==> src/rtl/sio_stat_pkg.sv <==
package sio_stat_pkg;
  localparam int NFLAG    = 6;
  localparam int NEN      = 4;
  localparam int CTL_W    = 7;

  localparam int F_RXFULL = 0;
  localparam int F_TXEMPT = 1;
  localparam int F_IDLE   = 2;
  localparam int F_FRERR  = 3;
  localparam int F_OVRUN  = 4;
  localparam int F_BREAK  = 5;

  localparam int C_ERRCLR = 4;
  localparam int C_BRKCLR = 5;
  localparam int C_PCLR   = 6;
endpackage

==> src/rtl/sio_ctl_regs.sv <==
module sio_ctl_regs
  import sio_stat_pkg::*;
#(
  parameter int EN_W  = NEN,
  parameter int WD_W  = CTL_W
) (
  input  logic            clk,
  input  logic            rst_n,
  input  logic            we,
  input  logic [WD_W-1:0] wdata,
  output logic [EN_W-1:0] en,
  output logic            err_clr,
  output logic            brk_clr,
  output logic            pclr,
  output logic            soft_rst,
  output logic [WD_W-1:0] rdata
);
  localparam int ACT_W = WD_W - EN_W;

  // action strobes are decoded straight from the write
  always_comb begin
    err_clr = we & wdata[C_ERRCLR];
    brk_clr = we & wdata[C_BRKCLR];
    pclr    = we & wdata[C_PCLR];
  end

  // a restart write keeps the configuration
  always_ff @(posedge clk or negedge rst_n) begin
    if (!rst_n) begin
      en <= '0;
    end else if (we && !wdata[C_PCLR]) begin
      en <= wdata[EN_W-1:0];
    end
  end

  always_ff @(posedge clk or negedge rst_n) begin
    if (!rst_n) soft_rst <= 1'b0;
    else        soft_rst <= pclr;
  end

  assign rdata = {{ACT_W{1'b0}}, en};
endmodule

==> src/rtl/sio_flag_bank.sv <==
module sio_flag_bank
  import sio_stat_pkg::*;
#(
  parameter int N = NFLAG
) (
  input  logic         clk,
  input  logic         rst_n,
  input  logic [N-1:0] set,
  input  logic [N-1:0] clr,
  input  logic         kill,
  output logic [N-1:0] q
);
  for (genvar i = 0; i < N; i++) begin : g_flag
    always_ff @(posedge clk or negedge rst_n) begin
      if (!rst_n)      q[i] <= 1'b0;
      else if (kill)   q[i] <= 1'b0;
      else if (set[i]) q[i] <= 1'b1;
      else if (clr[i]) q[i] <= 1'b0;
    end
  end
endmodule

==> src/rtl/sio_irq_merge.sv <==
module sio_irq_merge
  import sio_stat_pkg::*;
#(
  parameter int N    = NFLAG,
  parameter int EN_W = NEN
) (
  input  logic [N-1:0]    flags,
  input  logic [EN_W-1:0] en,
  output logic            irq_rx,
  output logic            irq_tx,
  output logic            irq_idle,
  output logic            irq_brk
);
  logic rx_cause;

  always_comb begin
    rx_cause = flags[F_RXFULL] | flags[F_FRERR] | flags[F_OVRUN];
    irq_rx   = en[0] & rx_cause;
    irq_tx   = en[1] & flags[F_TXEMPT];
    irq_idle = en[2] & flags[F_IDLE];
    irq_brk  = en[3] & flags[F_BREAK];
  end
endmodule

==> src/rtl/sio_status_irq.sv <==
module sio_status_irq
  import sio_stat_pkg::*;
#(
  parameter int N    = NFLAG,
  parameter int EN_W = NEN,
  parameter int WD_W = CTL_W
) (
  input  logic            clk,
  input  logic            rst_n,
  input  logic [N-1:0]    flag_set,
  input  logic            rx_data_rd,
  input  logic            tx_data_wr,
  input  logic            ctl_we,
  input  logic [WD_W-1:0] ctl_wdata,
  output logic [WD_W-1:0] ctl_rdata,
  output logic [N-1:0]    status,
  output logic            irq_rx,
  output logic            irq_tx,
  output logic            irq_idle,
  output logic            irq_brk,
  output logic            soft_rst
);
  logic [EN_W-1:0] en;
  logic            err_clr, brk_clr, pclr;
  logic [N-1:0]    clr_vec;

  sio_ctl_regs #(.EN_W(EN_W), .WD_W(WD_W)) u_ctl (
    .clk     (clk),
    .rst_n   (rst_n),
    .we      (ctl_we),
    .wdata   (ctl_wdata),
    .en      (en),
    .err_clr (err_clr),
    .brk_clr (brk_clr),
    .pclr    (pclr),
    .soft_rst(soft_rst),
    .rdata   (ctl_rdata)
  );

  always_comb begin
    clr_vec           = '0;
    clr_vec[F_RXFULL] = rx_data_rd;
    clr_vec[F_TXEMPT] = tx_data_wr;
    clr_vec[F_IDLE]   = tx_data_wr;
    clr_vec[F_FRERR]  = err_clr;
    clr_vec[F_OVRUN]  = err_clr;
    clr_vec[F_BREAK]  = brk_clr;
  end

  sio_flag_bank #(.N(N)) u_flags (
    .clk  (clk),
    .rst_n(rst_n),
    .set  (flag_set),
    .clr  (clr_vec),
    .kill (pclr),
    .q    (status)
  );

  sio_irq_merge #(.N(N), .EN_W(EN_W)) u_irq (
    .flags   (status),
    .en      (en),
    .irq_rx  (irq_rx),
    .irq_tx  (irq_tx),
    .irq_idle(irq_idle),
    .irq_brk (irq_brk)
  );
endmodule

==> config.mk <==
export PLATFORM = sky130hd
export DESIGN_NAME = sio_status_irq
export DESIGN_NICKNAME = d
export VERILOG_FILES = /design/src/rtl/sio_stat_pkg.sv /design/src/rtl/sio_ctl_regs.sv /design/src/rtl/sio_flag_bank.sv /design/src/rtl/sio_irq_merge.sv /design/src/rtl/sio_status_irq.sv
export SDC_FILE = /design/constraint.sdc
export NUM_CORES = 1
export LEC_CHECK = 0
export BUFFER_PORTS_ARGS = -buffer_cell sky130_fd_sc_hd__buf_4
export CORE_AREA = 3 3 40 42
export DETAILED_ROUTE_END_ITERATION = 8
export DIE_AREA = 0 0 43 45
export GPL_TIMING_DRIVEN = 1
export PLACE_DENSITY = 0.83
export SLEW_MARGIN = 0
export SYNTH_ARGS = -nofsm -noshare
export SYNTH_HDL_FRONTEND = slang
export SYNTH_SLANG_ARGS = --single-unit
==> constraint.sdc <==
create_clock -name clk -period 1.15 [get_ports clk]
set_clock_uncertainty 0.05 [all_clocks]
set_input_delay 0.1725 -clock clk [delete_from_list [all_inputs] [get_ports clk]]
set_output_delay 0.1725 -clock clk [all_outputs]
set_load 0.05 [all_outputs]
# Word-level counts from Yosys, hierarchy flattened

Cells that the tools add are included.

Output and inout port bits: 18
Latch bits: 0
Bits of input ports: 18
Memory bits (writable): 0
Logic and storage cells: 41
Memory bits (read-only): 0
Register bits after elaboration: 11
Memories: 0

Div/mod/pow operators: 0
Shifts and indexed selects: 0
Add/sub/neg operators: 0
Equality and inequality tests: 0
Multipliers: 0
Reductions and logical operators: 8
Muxes and demuxes: 16
$lt $le $gt $ge: 0
Bitwise logic cells: 9

Operators with widths:

| kind              | count |
|---|---|
| $reduce_bool 3->1 | 6 |
| $mux 1            | 16 |
| $and 1x1->1       | 7 |
| $or 1x1->1        | 2 |
| $logic_and 1x1->1 | 1 |
| $logic_not 1->1   | 1 |

# Longest topological paths before layout

Depth in word-level cells: 4
Gate-level depth with buffers: 3
Gate-level depth less buffers: 2

# Modules after synthesis

From an unflattened synthesis, not the netlist that was laid out.

Cell total of the unflattened synthesis: 49
Area total of the unflattened synthesis: 575.6 um2

Modules (own cells, without submodules):

| module        | instances | cells each | area each (um2) | seq. area each (um2) |
|---|---|---|---|---|
| sio_flag_bank | 1         | 24         | 285.3           | 150.1 |
| sio_ctl_regs  | 1         | 21         | 262.8           | 125.1 |
| sio_irq_merge | 1         | 4          | 27.5            | 0.0 |

# Worst setup path after synthesis

Ideal clock, no wire load.

Path kind: reg2out
Start point: register u_ctl.en[0]
End point: output irq_rx
Path slack: -233 ps
Data arrival time: 1,160 ps
Cell stages (with the launch flop): 2
Cell sequence: dfrtp_1 o31a_1

Word-level cells in the longest chain between the ends: 1

RTL lines:

| what                   | RTL line             | RTL |
|---|---|---|
| start, declared        | sio_ctl_regs.sv:11   | `output logic [EN_W-1:0] en,` |
| start signal, assigned | sio_ctl_regs.sv:32   | `en <= wdata[EN_W-1:0];` |
| $and 1x1->1            | sio_irq_merge.sv:18  | `irq_rx = en[0] & rx_cause;` |
| end, declared          | sio_status_irq.sv:17 | `output logic irq_rx,` |

Every way passes these cells.

# Worst setup path in the final report

Start point: register u_flags.q[3]
End point: output irq_rx

Word-level cells in the longest chain between the ends: 3

RTL lines:

| what                            | RTL line            | RTL |
|---|---|---|
| start, declared                 | sio_flag_bank.sv:11 | `output logic [N-1:0] q` |
| start signal, assigned by index | sio_flag_bank.sv:15 | `if (!rst_n) q[i] <= 1'b0;` |
| start signal, assigned by index | sio_flag_bank.sv:16 | `else if (kill) q[i] <= 1'b0;` |
| start signal, assigned by index | sio_flag_bank.sv:17 | `else if (set[i]) q[i] <= 1'b1;` |
| $or 1x1->1 (2 in a row)         | sio_irq_merge.sv:17 | `rx_cause = flags[F_RXFULL] \| flags[F_FRERR] \| flags[F_OVRUN];` |
| $and 1x1->1                     | sio_irq_merge.sv:18 |  |

Every way passes these cells.

==> flow_summary.ini <==
[cts]
count_of_h_tree_levels_built_during_cts = 1
clock-root-buffer = sky130_fd_sc_hd__clkbuf_4
tritoncts_clock_tree = done
cts.clk_slew.worst_paths_ns = 0.07
cts-root-to-sink-buffers = 2
cts-buffers-inserted = 3
clock_latency_ns = 0.26
cts_num_sinks = 11

[power]
power.leakage_nw = 0.493
max-vdd-ir-drop_v = 0.000726
power_w = 0.00138
power_density_nw_per_um2 = 1430

[detailed_routing]
via_count = 457
initial_drc_count = 6
finalWirelength_um = 1360
drt-pass1-iter-count = 3
post_drt_via_cell_ratio = 4.44
routedWlPerCell_um = 13.2
detail_route.drc_violations = 0
ant_nets = 0

[placement]
dp.cells = 91
postPlaceCellArea_um2 = 783
count_of_input_and_output_buffers = 32
place.detailed.hpwl_um = 999
place.gp.congestion = 0.709
minimum_setup_slack_after_placement_ns = -0.00704

[global_routing]
global_route_wire_length_before_repair_um = 2050
grt_use_met3 = 0.0518
grt_util_all_layers = 0.152
grt_remaining_overflow = 0
groute.layer.met1.usage = 0.175
global_route.peak_usage_layer = met2
initial_antenna_violation_count = 0
groute.layer.met2.usage = 0.266
pin_count_of_the_biggest_net_entering_global_routing = 12
first_global_vias = 432

[finish]
layout.nets = 107
layout_cell_share_with_drive_strength_beyond_1 = 0.705
stdcell_count = 103
layout-area-overhead-vs-synth_pct = 88.3
stdcell_area_um2 = 966
final_core_util = 0.752
fillers = 87
final_common_cell = sky130_fd_sc_hd__buf_4
most-common-layout-cells = sky130_fd_sc_hd__buf_4, sky130_fd_sc_hd__buf_6, sky130_fd_sc_hd__buf_8, sky130_fd_sc_hd__dfrtp_2, sky130_fd_sc_hd__inv_1
antenna_cells_inserted = 0

[synth]
synthDominantAreaCellType = sky130_fd_sc_hd__dfrtp_1
netlist-cell-type-count = 14
syn_inst = 44
synth_area_um2 = 513
synth_area_leaders = sky130_fd_sc_hd__dfrtp_1, sky130_fd_sc_hd__mux2_4, sky130_fd_sc_hd__a311oi_1, sky130_fd_sc_hd__buf_4, sky130_fd_sc_hd__inv_1
synth-warning-count = 0
yosys_register_bits = 11
synth_largest_type_area_fraction = 0.537
syn_area_per_cell_um2 = 11.7
synth_sequential_area_ratio = 0.537

[setup_path]
worst-setup-path-type = flip-flop to output pin
timing.critical_path.arrival_ns = 1.18
element_type_at_the_critical_path_start = flip-flop
endpoint_kind = output pin
timing.critical_path.fanout_max = 2
cp_data_required_time_ns = 0.93

[flow_run]
drv_cap = 0

[sta]
hold_viol_final = 0
finalSetupViolCount = 8
final-max-slew-violation-count = 0
finalWorstSetupSlack_ns = -0.257
finalCriticalPeriod_ns = 1.41
maxClockFrequency_mhz = 711
rsz0062_at_grt = yes
min_period_over_period = 1.22

[outcome]
outcome = finished, violations left
failing_checks = negative setup slack

[floorplan]
fp.dieArea_um2 = 1940
initial_core_util = 0.399
floorplan.die.height_um = 45
die_width_um = 43
total_number_of_placement_rows = 13
ios = 36
core_area_um2 = 1280

[hold_path]
worstHoldPathType = input port to flip-flop
critical path, stage by stage (launching register included):
cell                      delay, ns
sky130_fd_sc_hd__dfrtp_2       0.42
sky130_fd_sc_hd__o31a_4        0.35
sky130_fd_sc_hd__buf_6         0.15
registers in the layout, indices dropped and copies added, names as in the netlist:
name	cells
u_flags.q	6
u_ctl.soft_rst	1
u_ctl.en	4
path summary, 6_finish.rpt:
path / endpoint / start / slack (ns) / cells after the start
min reg2reg: u_flags.q[2] / u_flags.q[2] / 0.53 / 2
max reg2reg: u_ctl.en[2] / u_ctl.en[2] / 0.18 / 2
max in group asynchronous: u_ctl.en[2] / rst_n / 0.66 / 2
min: u_flags.q[5] / ctl_wdata[5] / 0.04 / 2
min in group asynchronous: u_flags.q[1] / rst_n / 0.22 / 2
max: irq_rx / u_flags.q[3] / -0.26 / 2
cell usage after synthesis:
| library cell | n |
|---|---|
| sky130_fd_sc_hd__buf_4 | 3 |
| sky130_fd_sc_hd__dfrtp_1 | 11 |
| sky130_fd_sc_hd__and2b_4 | 1 |
| sky130_fd_sc_hd__a311oi_1 | 3 |
| sky130_fd_sc_hd__and2_4 | 1 |
| sky130_fd_sc_hd__buf_6 | 1 |
| sky130_fd_sc_hd__a21oi_1 | 3 |
| sky130_fd_sc_hd__mux2_4 | 4 |
| sky130_fd_sc_hd__nor2_1 | 3 |
| sky130_fd_sc_hd__nand2b_1 | 3 |
| sky130_fd_sc_hd__and2_1 | 3 |
| sky130_fd_sc_hd__o31a_1 | 1 |
| sky130_fd_sc_hd__inv_1 | 6 |
| sky130_fd_sc_hd__conb_1 | 1 |
stage by stage:
| step | TNS (ns) | hold WS, ns |
|---|---|---|
| 2_1_floorplan | -0.0561 | -0.173 |
| 3_3_place_gp | 0 | -0.0396 |
| 3_5_place_dp | -0.00704 | -0.0366 |
| 4_1_cts | -0.616 | 0.0340 |
| 5_1_grt | -0.867 | 0.0338 |
| 6_report | -0.568 | 0.0393 |
per-layer routing:
| layer | vias to the layer above | part of all wire |
|---|---|---|
| met4 | 0 | 0 |
| met2 | 23 | 0.53 |
| met5 | - | 0 |
| met3 | 0 | 0.091 |
| met1 | 210 | 0.38 |
| li1 | 224 | - |
logic make-up after synthesis:
logic type / count (synthesis) / share of synthesized area
muxes: 4 / 0.117
AOI/OAI and AO/OA: 7 / 0.0976
and+or+nand+nor: 11 / 0.132
buffers and inverters: 10 / 0.110
DFF: 11 / 0.537
other: 1 / 0.00731
report_power, final:
group / switching (W) / total (W) / leakage, nW / internal (W)
clock network: 0.000121 / 0.000255 / 0.0150 / 0.000134
logic: 0.000346 / 0.000652 / 0.356 / 0.000305
registers: 0.0000415 / 0.000477 / 0.122 / 0.000436
total: 0.000509 / 0.00138 / 0.493 / 0.000875
layout make-up:
cell class	instances	area, um^2	share of cell area
Tap cell	15	18.8	0.0194
Clock buffer	4	26.3	0.0272
Sequential cell	11	285	0.295
Multi-Input combinational cell	25	205	0.212
Timing Repair Buffer	42	408	0.422
Inverter	6	22.5	0.0233
repair_timing:
item,in CTS,in global routing
hold buffers,1,0
setup buffers,7,2
gates resized for setup,19,9
hold endpoints to repair,11,0
endpoints found under the setup margin,6,11
No activity file was read; power rests on OpenSTA's default activity.
